File: config.mk
export PLATFORM = sky130hd
export DESIGN_NAME = page_share_tracker
export DESIGN_NICKNAME = d
export VERILOG_FILES = /design/src/rtl/pst_pkg.sv /design/src/rtl/pst_lookup.sv /design/src/rtl/pst_table.sv /design/src/rtl/pst_recovery.sv /design/src/rtl/page_share_tracker.sv
export SDC_FILE = /design/constraint.sdc
export NUM_CORES = 1
export LEC_CHECK = 0
export ABC_AREA = 1
export BUFFER_PORTS_ARGS = -buffer_cell sky130_fd_sc_hd__buf_2
export CAP_MARGIN = 20
export CORE_MARGIN = 3
export CORE_UTILIZATION = 45
export CTS_CLUSTER_SIZE = 24
export DETAILED_ROUTE_END_ITERATION = 10
export SLEW_MARGIN = 20
export SYNTH_ARGS = -nofsm -noshare
export SYNTH_HDL_FRONTEND = slang
export SYNTH_SLANG_ARGS = --single-unit
File: constraint.sdc
create_clock -name clk_i -period 3.1 [get_ports clk_i]
set_clock_uncertainty 0.1 [all_clocks]
set_input_delay 0.465 -clock clk_i [delete_from_list [all_inputs] [get_ports clk_i]]
set_output_delay 0.465 -clock clk_i [all_outputs]
set_load 0.02 [all_outputs]
File: src/rtl/pst_pkg.sv
package pst_pkg;
  typedef enum logic {
    REC_FLUSH  = 1'b0,
    REC_UPDATE = 1'b1
  } rec_mode_e;
endpackage

File: src/rtl/pst_lookup.sv
module pst_lookup #(
  parameter int ENTRIES = 16,
  parameter int PAGE_W  = 20,
  localparam int IDX_W  = $clog2(ENTRIES)
) (
  input  logic [ENTRIES-1:0]             valid_i,
  input  logic [ENTRIES-1:0][PAGE_W-1:0] tag_i,
  input  logic [PAGE_W-1:0]              page_i,
  output logic [ENTRIES-1:0]             match_o,
  output logic                           hit_o,
  output logic [IDX_W-1:0]               idx_o
);
  for (genvar g = 0; g < ENTRIES; g++) begin : g_cmp
    assign match_o[g] = valid_i[g] && (tag_i[g] == page_i);
  end

  assign hit_o = |match_o;

  always_comb begin
    idx_o = '0;
    for (int i = 0; i < ENTRIES; i++) begin
      if (match_o[i]) idx_o = IDX_W'(i);
    end
  end
endmodule

File: src/rtl/pst_table.sv
module pst_table #(
  parameter int ENTRIES = 16,
  parameter int PAGE_W  = 20,
  parameter int CORE_W  = 3,
  localparam int IDX_W  = $clog2(ENTRIES)
) (
  input  logic                           clk_i,
  input  logic                           rst_ni,
  input  logic                           alloc_i,
  input  logic                           share_i,
  input  logic [IDX_W-1:0]               hit_idx_i,
  input  logic [PAGE_W-1:0]              page_i,
  input  logic [CORE_W-1:0]              core_i,
  output logic [ENTRIES-1:0]             valid_o,
  output logic [ENTRIES-1:0][PAGE_W-1:0] tag_o,
  output logic [ENTRIES-1:0]             shared_o,
  output logic [ENTRIES-1:0][CORE_W-1:0] owner_o
);
  logic [IDX_W-1:0] rr_q;

  always_ff @(posedge clk_i or negedge rst_ni) begin
    if (!rst_ni) begin
      rr_q     <= '0;
      valid_o  <= '0;
      tag_o    <= '0;
      shared_o <= '0;
      owner_o  <= '0;
    end else if (alloc_i) begin
      // new page replaces the round-robin victim as private
      valid_o[rr_q]  <= 1'b1;
      tag_o[rr_q]    <= page_i;
      shared_o[rr_q] <= 1'b0;
      owner_o[rr_q]  <= core_i;
      rr_q           <= (rr_q == IDX_W'(ENTRIES - 1)) ? '0 : rr_q + 1'b1;
    end else if (share_i) begin
      shared_o[hit_idx_i] <= 1'b1;
    end
  end

  AST_SHARE_FROM_PRIVATE: assert property (@(posedge clk_i) disable iff (!rst_ni)
    share_i |-> valid_o[hit_idx_i] && !shared_o[hit_idx_i] && owner_o[hit_idx_i] != core_i);
  AST_SHARED_STICKY: assert property (@(posedge clk_i) disable iff (!rst_ni)
    !alloc_i && shared_o[hit_idx_i] |=> shared_o[$past(hit_idx_i)]);
endmodule

File: src/rtl/pst_recovery.sv
module pst_recovery #(
  parameter int PAGE_W = 20,
  parameter int CORE_W = 3
) (
  input  logic                clk_i,
  input  logic                rst_ni,
  input  logic                start_i,
  input  logic [PAGE_W-1:0]   page_i,
  input  logic [CORE_W-1:0]   owner_i,
  input  pst_pkg::rec_mode_e  mode_i,
  input  logic                ack_i,
  output logic                req_o,
  output logic [PAGE_W-1:0]   page_o,
  output logic [CORE_W-1:0]   owner_o,
  output pst_pkg::rec_mode_e  mode_o
);
  always_ff @(posedge clk_i or negedge rst_ni) begin
    if (!rst_ni) begin
      req_o   <= 1'b0;
      page_o  <= '0;
      owner_o <= '0;
      mode_o  <= pst_pkg::REC_FLUSH;
    end else if (start_i) begin
      req_o   <= 1'b1;
      page_o  <= page_i;
      owner_o <= owner_i;
      mode_o  <= mode_i;
    end else if (ack_i) begin
      req_o <= 1'b0;
    end
  end

  AST_NO_RESTART: assert property (@(posedge clk_i) disable iff (!rst_ni)
    start_i |-> !req_o);
  AST_REQ_HOLD: assert property (@(posedge clk_i) disable iff (!rst_ni)
    req_o && !ack_i |=> req_o && $stable(page_o) && $stable(owner_o) && $stable(mode_o));
  AST_REQ_RELEASE: assert property (@(posedge clk_i) disable iff (!rst_ni)
    req_o && ack_i |=> !req_o);
endmodule

File: src/rtl/page_share_tracker.sv
module page_share_tracker #(
  parameter int NUM_CORES = 8,
  parameter int PAGE_W    = 20,
  parameter int ENTRIES   = 16,
  localparam int CORE_W   = $clog2(NUM_CORES),
  localparam int IDX_W    = $clog2(ENTRIES)
) (
  input  logic              clk_i,
  input  logic              rst_ni,
  input  logic              acc_valid_i,
  output logic              acc_ready_o,
  input  logic [CORE_W-1:0] acc_core_i,
  input  logic [PAGE_W-1:0] acc_page_i,
  input  logic              mode_i,
  output logic              res_valid_o,
  output logic              res_shared_o,
  output logic              res_trans_o,
  output logic              rec_req_o,
  output logic [PAGE_W-1:0] rec_page_o,
  output logic [CORE_W-1:0] rec_owner_o,
  output logic              rec_mode_o,
  input  logic              rec_ack_i
);
  import pst_pkg::*;

  logic [ENTRIES-1:0]             valid;
  logic [ENTRIES-1:0][PAGE_W-1:0] tag;
  logic [ENTRIES-1:0]             shared;
  logic [ENTRIES-1:0][CORE_W-1:0] owner;
  logic [ENTRIES-1:0]             match;
  logic                           hit;
  logic [IDX_W-1:0]               hit_idx;
  logic                           accept, alloc, trans, hit_shared;
  logic [CORE_W-1:0]              hit_owner;
  rec_mode_e                      rec_mode;

  assign acc_ready_o = !rec_req_o;
  assign accept      = acc_valid_i && acc_ready_o;
  assign hit_shared  = shared[hit_idx];
  assign hit_owner   = owner[hit_idx];
  assign alloc       = accept && !hit;
  assign trans       = accept && hit && !hit_shared && (hit_owner != acc_core_i);

  pst_lookup #(.ENTRIES(ENTRIES), .PAGE_W(PAGE_W)) u_lookup (
    .valid_i (valid),
    .tag_i   (tag),
    .page_i  (acc_page_i),
    .match_o (match),
    .hit_o   (hit),
    .idx_o   (hit_idx)
  );

  pst_table #(.ENTRIES(ENTRIES), .PAGE_W(PAGE_W), .CORE_W(CORE_W)) u_table (
    .clk_i     (clk_i),
    .rst_ni    (rst_ni),
    .alloc_i   (alloc),
    .share_i   (trans),
    .hit_idx_i (hit_idx),
    .page_i    (acc_page_i),
    .core_i    (acc_core_i),
    .valid_o   (valid),
    .tag_o     (tag),
    .shared_o  (shared),
    .owner_o   (owner)
  );

  pst_recovery #(.PAGE_W(PAGE_W), .CORE_W(CORE_W)) u_rec (
    .clk_i   (clk_i),
    .rst_ni  (rst_ni),
    .start_i (trans),
    .page_i  (acc_page_i),
    .owner_i (hit_owner),
    .mode_i  (rec_mode_e'(mode_i)),
    .ack_i   (rec_ack_i),
    .req_o   (rec_req_o),
    .page_o  (rec_page_o),
    .owner_o (rec_owner_o),
    .mode_o  (rec_mode)
  );
  assign rec_mode_o = rec_mode;

  always_ff @(posedge clk_i or negedge rst_ni) begin
    if (!rst_ni) begin
      res_valid_o  <= 1'b0;
      res_shared_o <= 1'b0;
      res_trans_o  <= 1'b0;
    end else begin
      res_valid_o <= accept;
      if (accept) begin
        res_shared_o <= hit && (hit_shared || trans);
        res_trans_o  <= trans;
      end
    end
  end

  AST_UNIQUE_TAG: assert property (@(posedge clk_i) disable iff (!rst_ni)
    $onehot0(match));
  AST_TRANS_RAISES_REQ: assert property (@(posedge clk_i) disable iff (!rst_ni)
    res_valid_o && res_trans_o |-> rec_req_o);
  AST_PRIVATE_NO_TRANS: assert property (@(posedge clk_i) disable iff (!rst_ni)
    res_valid_o && !res_shared_o |-> !res_trans_o);
  AST_STALL_IGNORED: assert property (@(posedge clk_i) disable iff (!rst_ni)
    rec_req_o && acc_valid_i |=> !res_valid_o);
  AST_RES_PULSE: assert property (@(posedge clk_i) disable iff (!rst_ni)
    res_valid_o && !(acc_valid_i && acc_ready_o) |=> !res_valid_o);
endmodule

==> results.py <==
metrics = {
    "outcome": {
        "status": "finished, violations left",
        "violations": "setup timing",
    },
    "pwr": {
        "switching_share": 0.379,
        "p_clk_frac": 0.243,
        "ir_drop_mv": 0.524,
        "pwr_density_cell_mw_per_mm2": 802,
        "p_leak_nw": 15.8,
        "power_mw": 25.8,
        "pwr-share-seq": 0.376,
        "p_int_mw": 16.0,
        "power.switching_mw": 9.77,
        "power_frac_comb": 0.381,
    },
    "die": {
        "initial_core_util": 0.458,
        "row_count": 83,
        "die_h_um": 235,
        "coreArea_mm2": 0.0517,
        "die_w_um": 235,
        "num_io_pins": 57,
        "die_area_mm2": 0.0554,
    },
    "yosys": {
        "syn-num-nets": 3176,
        "synth-async-reset-ratio": 1.00,
        "synth_seq_cells": 432,
        "ys_types": 56,
        "postSynthCellCount": 3144,
        "synth_area_mm2": 0.0237,
        "synth_area_leaders": "dfrtp_1 46%, nand2_1 14%, o21ai_0 9.7%",
        "avgSynthCellArea_um2": 7.54,
        "synth_top_area_frac": 0.456,
        "yosysTopAreaCell": "dfrtp_1",
        "yosysWarnings": 0,
        "yosysSeqAreaShare": 0.456,
        "synth_top_flop_cell": "dfrtp_1",
        "synth-edff-count": 0,
    },
    "critical_path": {
        "reg2reg_depth": 28,
        "critPathKind": "in -> reg",
        "startpoint_type": "input pin",
        "arrival_ns": 4.25,
        "crit_required_ns": 3.50,
        "cp_max_fo": 8,
        "endpoint_kind": "flip-flop",
    },
    "min_path": {
        "hold_class": "in -> reg",
        "hold_depth": 4,
    },
    "layout": {
        "nFillCells": 4564,
        "antenna_cells": 0,
        "area_growth_pct": 35.6,
        "layout-drive-gt1-share": 0.259,
        "final_nets": 3642,
        "design_area_mm2": 0.0321,
    },
    "drt": {
        "routed_wl_um": 96000,
        "drt-initial-drc-count": 2338,
        "avgViaCountPerCell": 5.66,
        "vias": 24500,
        "drt_first_pass_iters": 6,
        "ant_nets": 0,
        "drc": 0,
        "wl_per_cell_um": 22.2,
    },
    "timing": {
        "post-route-worst-setup-slack_ns": -0.747,
        "hold_viol": 0,
        "finalCritPeriodShare": 1.24,
        "tightest_slew_ns": 0.631,
        "rsz0062_at_grt": "true",
        "setup_viol": 421,
        "slew_violations": 0,
        "period_minus_slack_ns": 3.85,
        "clock.fmax_mhz": 260,
        "relSlewSlack": 0.579,
        "hold_ws_ns": 0.140,
    },
    "cts": {
        "clock_sinks": 432,
        "cts_tree": "done",
        "h-tree-depth": 2,
        "cts_buffers": 51,
        "path_clk_slew_ns": 0.06,
        "cts-root-buf": "clkbuf_16",
        "insertion_delay_ns": 0.61,
        "clk_path_buf_depth": 3,
    },
    "global_route": {
        "grt_pass1_vias": 23500,
        "antenna_found_initial": 0,
        "grt_max_degree": 72,
        "grt_pass1_wl_um": 144000,
        "grt_overflow": 0,
        "gr-usage-all-layers": 0.337,
    },
    "placed_design": {
        "routabilityCongestion": 0.984,
        "hpwl_um": 64500,
        "dpl-instance-area_mm2": 0.0280,
        "port_buffers": 56,
    },
    "run": {
        "drv_cap": 0,
    },
}
[per-layer routing]
metal | vias up | wire length [um] | track usage
met3 | 254 | 7130 | 0.0554
met4 | 0 | 4670 | 0.154
met2 | 1080 | 43300 | 0.527
met5 | - | 0 | 0
li1 | 11300 | - | -
met1 | 11900 | 40900 | 0.461
[stage by stage]
stage	TNS [ns]	util	worst slack, ns	std cells
final	-80.98	0.621	-0.747	4332
after global routing	-154.21	0.621	-0.917	4332
after CTS	-66.00	0.611	-0.625	4315
after detailed placement	-428.66	0.542	-1.15	4120
after global placement	-431.63	0.542	-1.24	4120
after floorplan	-54.96	-	-0.214	3144
[cells by family after synthesis]
logic type      count (synthesis)  synth area share
compound gates                639             0.147
buf+inv                       499            0.0924
xor+xnor                       82            0.0303
flops                         432             0.456
simple gates                 1488             0.272
fa+ha+maj                       4           0.00211
[synth_stat cells, types with 10 or more instances]
cell type  count
inv_1        269
nor2_1       217
dfrtp_1      432
inv_2         21
xor2_1        55
nand3_1       78
o21ai_1       39
nor4_1        49
o2111ai_1     10
o22ai_1       74
buf_6         16
o21ai_0      461
buf_2         49
nand2_1      902
buf_4         28
or2_2         37
nor3_1        42
o211ai_1      10
a21oi_1       14
xnor2_1       27
o21ai_2       10
nand3b_1      19
clkbuf_1     108
nand4_1      107
[final cells by class]
cell class                      instances  area [um2]  area share
Multi-Input combinational cell       2214       11500       0.357
Sequential cell                       432       10800       0.336
Timing Repair Buffer                  617        6100       0.190
Clock buffer                           74        1530      0.0477
Inverter                              293        1140      0.0356
Tap cell                              680         851      0.0265
Clock inverter                         21         210     0.00654
Timing Repair inverter                  1        8.76    0.000273
[cells in the final DEF, fill, tap and decap left out, drive strengths merged, types with 2 or more instances in the layout]
cell	count
a2111oi	2
a211oi	3
a21oi	15
a221oi	5
a22o	2
buf	607
bufbuf	2
bufinv	3
clkbuf	79
clkinv	15
clkinvlp	4
dfrtp	432
dlygate4sd3	3
ha	4
inv	293
nand2	912
nand3	80
nand3b	19
nand4	107
nor2	221
nor3	43
nor3b	8
nor4	50
nor4b	2
o2111a	2
o2111ai	10
o211ai	10
o21ai	510
o221ai	4
o22ai	74
or2	42
xnor2	27
xor2	55
[repair_timing]
| item | 4_1_cts | 5_1_grt |
|---|---|---|
| hold buffers | 3 | 0 |
| pin swaps | 32 | 46 |
| gates cloned | 28 | 4 |
| setup endpoints to repair | 431 | 431 |
| setup buffers | 72 | 15 |
| gates resized for setup | 172 | 139 |
| hold endpoints to repair | 53 | 0 |
[path summary, 6_finish.rpt]
path,from,end,slack [ns]
worst max register to register,u_table.tag_o[110],u_rec.page_o[9],-0.72
worst max-delay path,acc_page_i[5],u_table.shared_o[13],-0.75
worst min-delay path,acc_valid_i,res_shared_o,0.14
min in group asynchronous,rst_ni,u_table.tag_o[187],0.30
max in group asynchronous,rst_ni,u_table.owner_o[11],1.67
worst min register to register,u_table.valid_o[0],u_table.valid_o[0],0.37
[registers in the layout, summed over array words and instances, names as in the netlist]
| name | count |
|---|---|
| u_rec.mode_o | 1 |
| u_table.shared_o | 16 |
| res_shared_o | 1 |
| res_valid_o | 1 |
| u_table.owner_o | 48 |
| u_table.valid_o | 16 |
| u_rec.owner_o | 3 |
| u_table.tag_o | 320 |
| u_table.rr_q | 4 |
| res_trans_o | 1 |
| u_rec.page_o | 20 |
| u_rec.req_o | 1 |
[power by group through the flow]
stage                     Sequential (mW)  Clock [mW]  Combinational, mW
after global placement               9.59           0               8.58
final                                9.68        6.25               9.82
after global routing                 9.92        6.57               11.0
after detailed placement             9.64           0               8.72
after CTS                            9.60        6.33               9.42
after floorplan                      9.19           0               5.46
[worst max-delay path, stage by stage]
cell and delay (ns):
buf_2 0.13, inv_2 0.19, buf_6 0.24, buf_4 0.19, o21ai_0 0.10, nor4_1 0.41
nand4_1 0.14, buf_4 0.19, nand2_1 0.07, inv_1 0.05, nand2_2 0.10, a21oi_4 0.09
buf_12 0.14, buf_16 0.13, nand2_4 0.07, buf_6 0.10, clkinvlp_4 0.15, buf_6 0.16
buf_6 0.10, buf_4 0.12, buf_4 0.12, buf_4 0.12, buf_4 0.12, buf_4 0.12
buf_4 0.12, buf_4 0.12, nand4_1 0.10, nand2_1 0.07
Note: power is estimated with default switching activity, not from simulation.
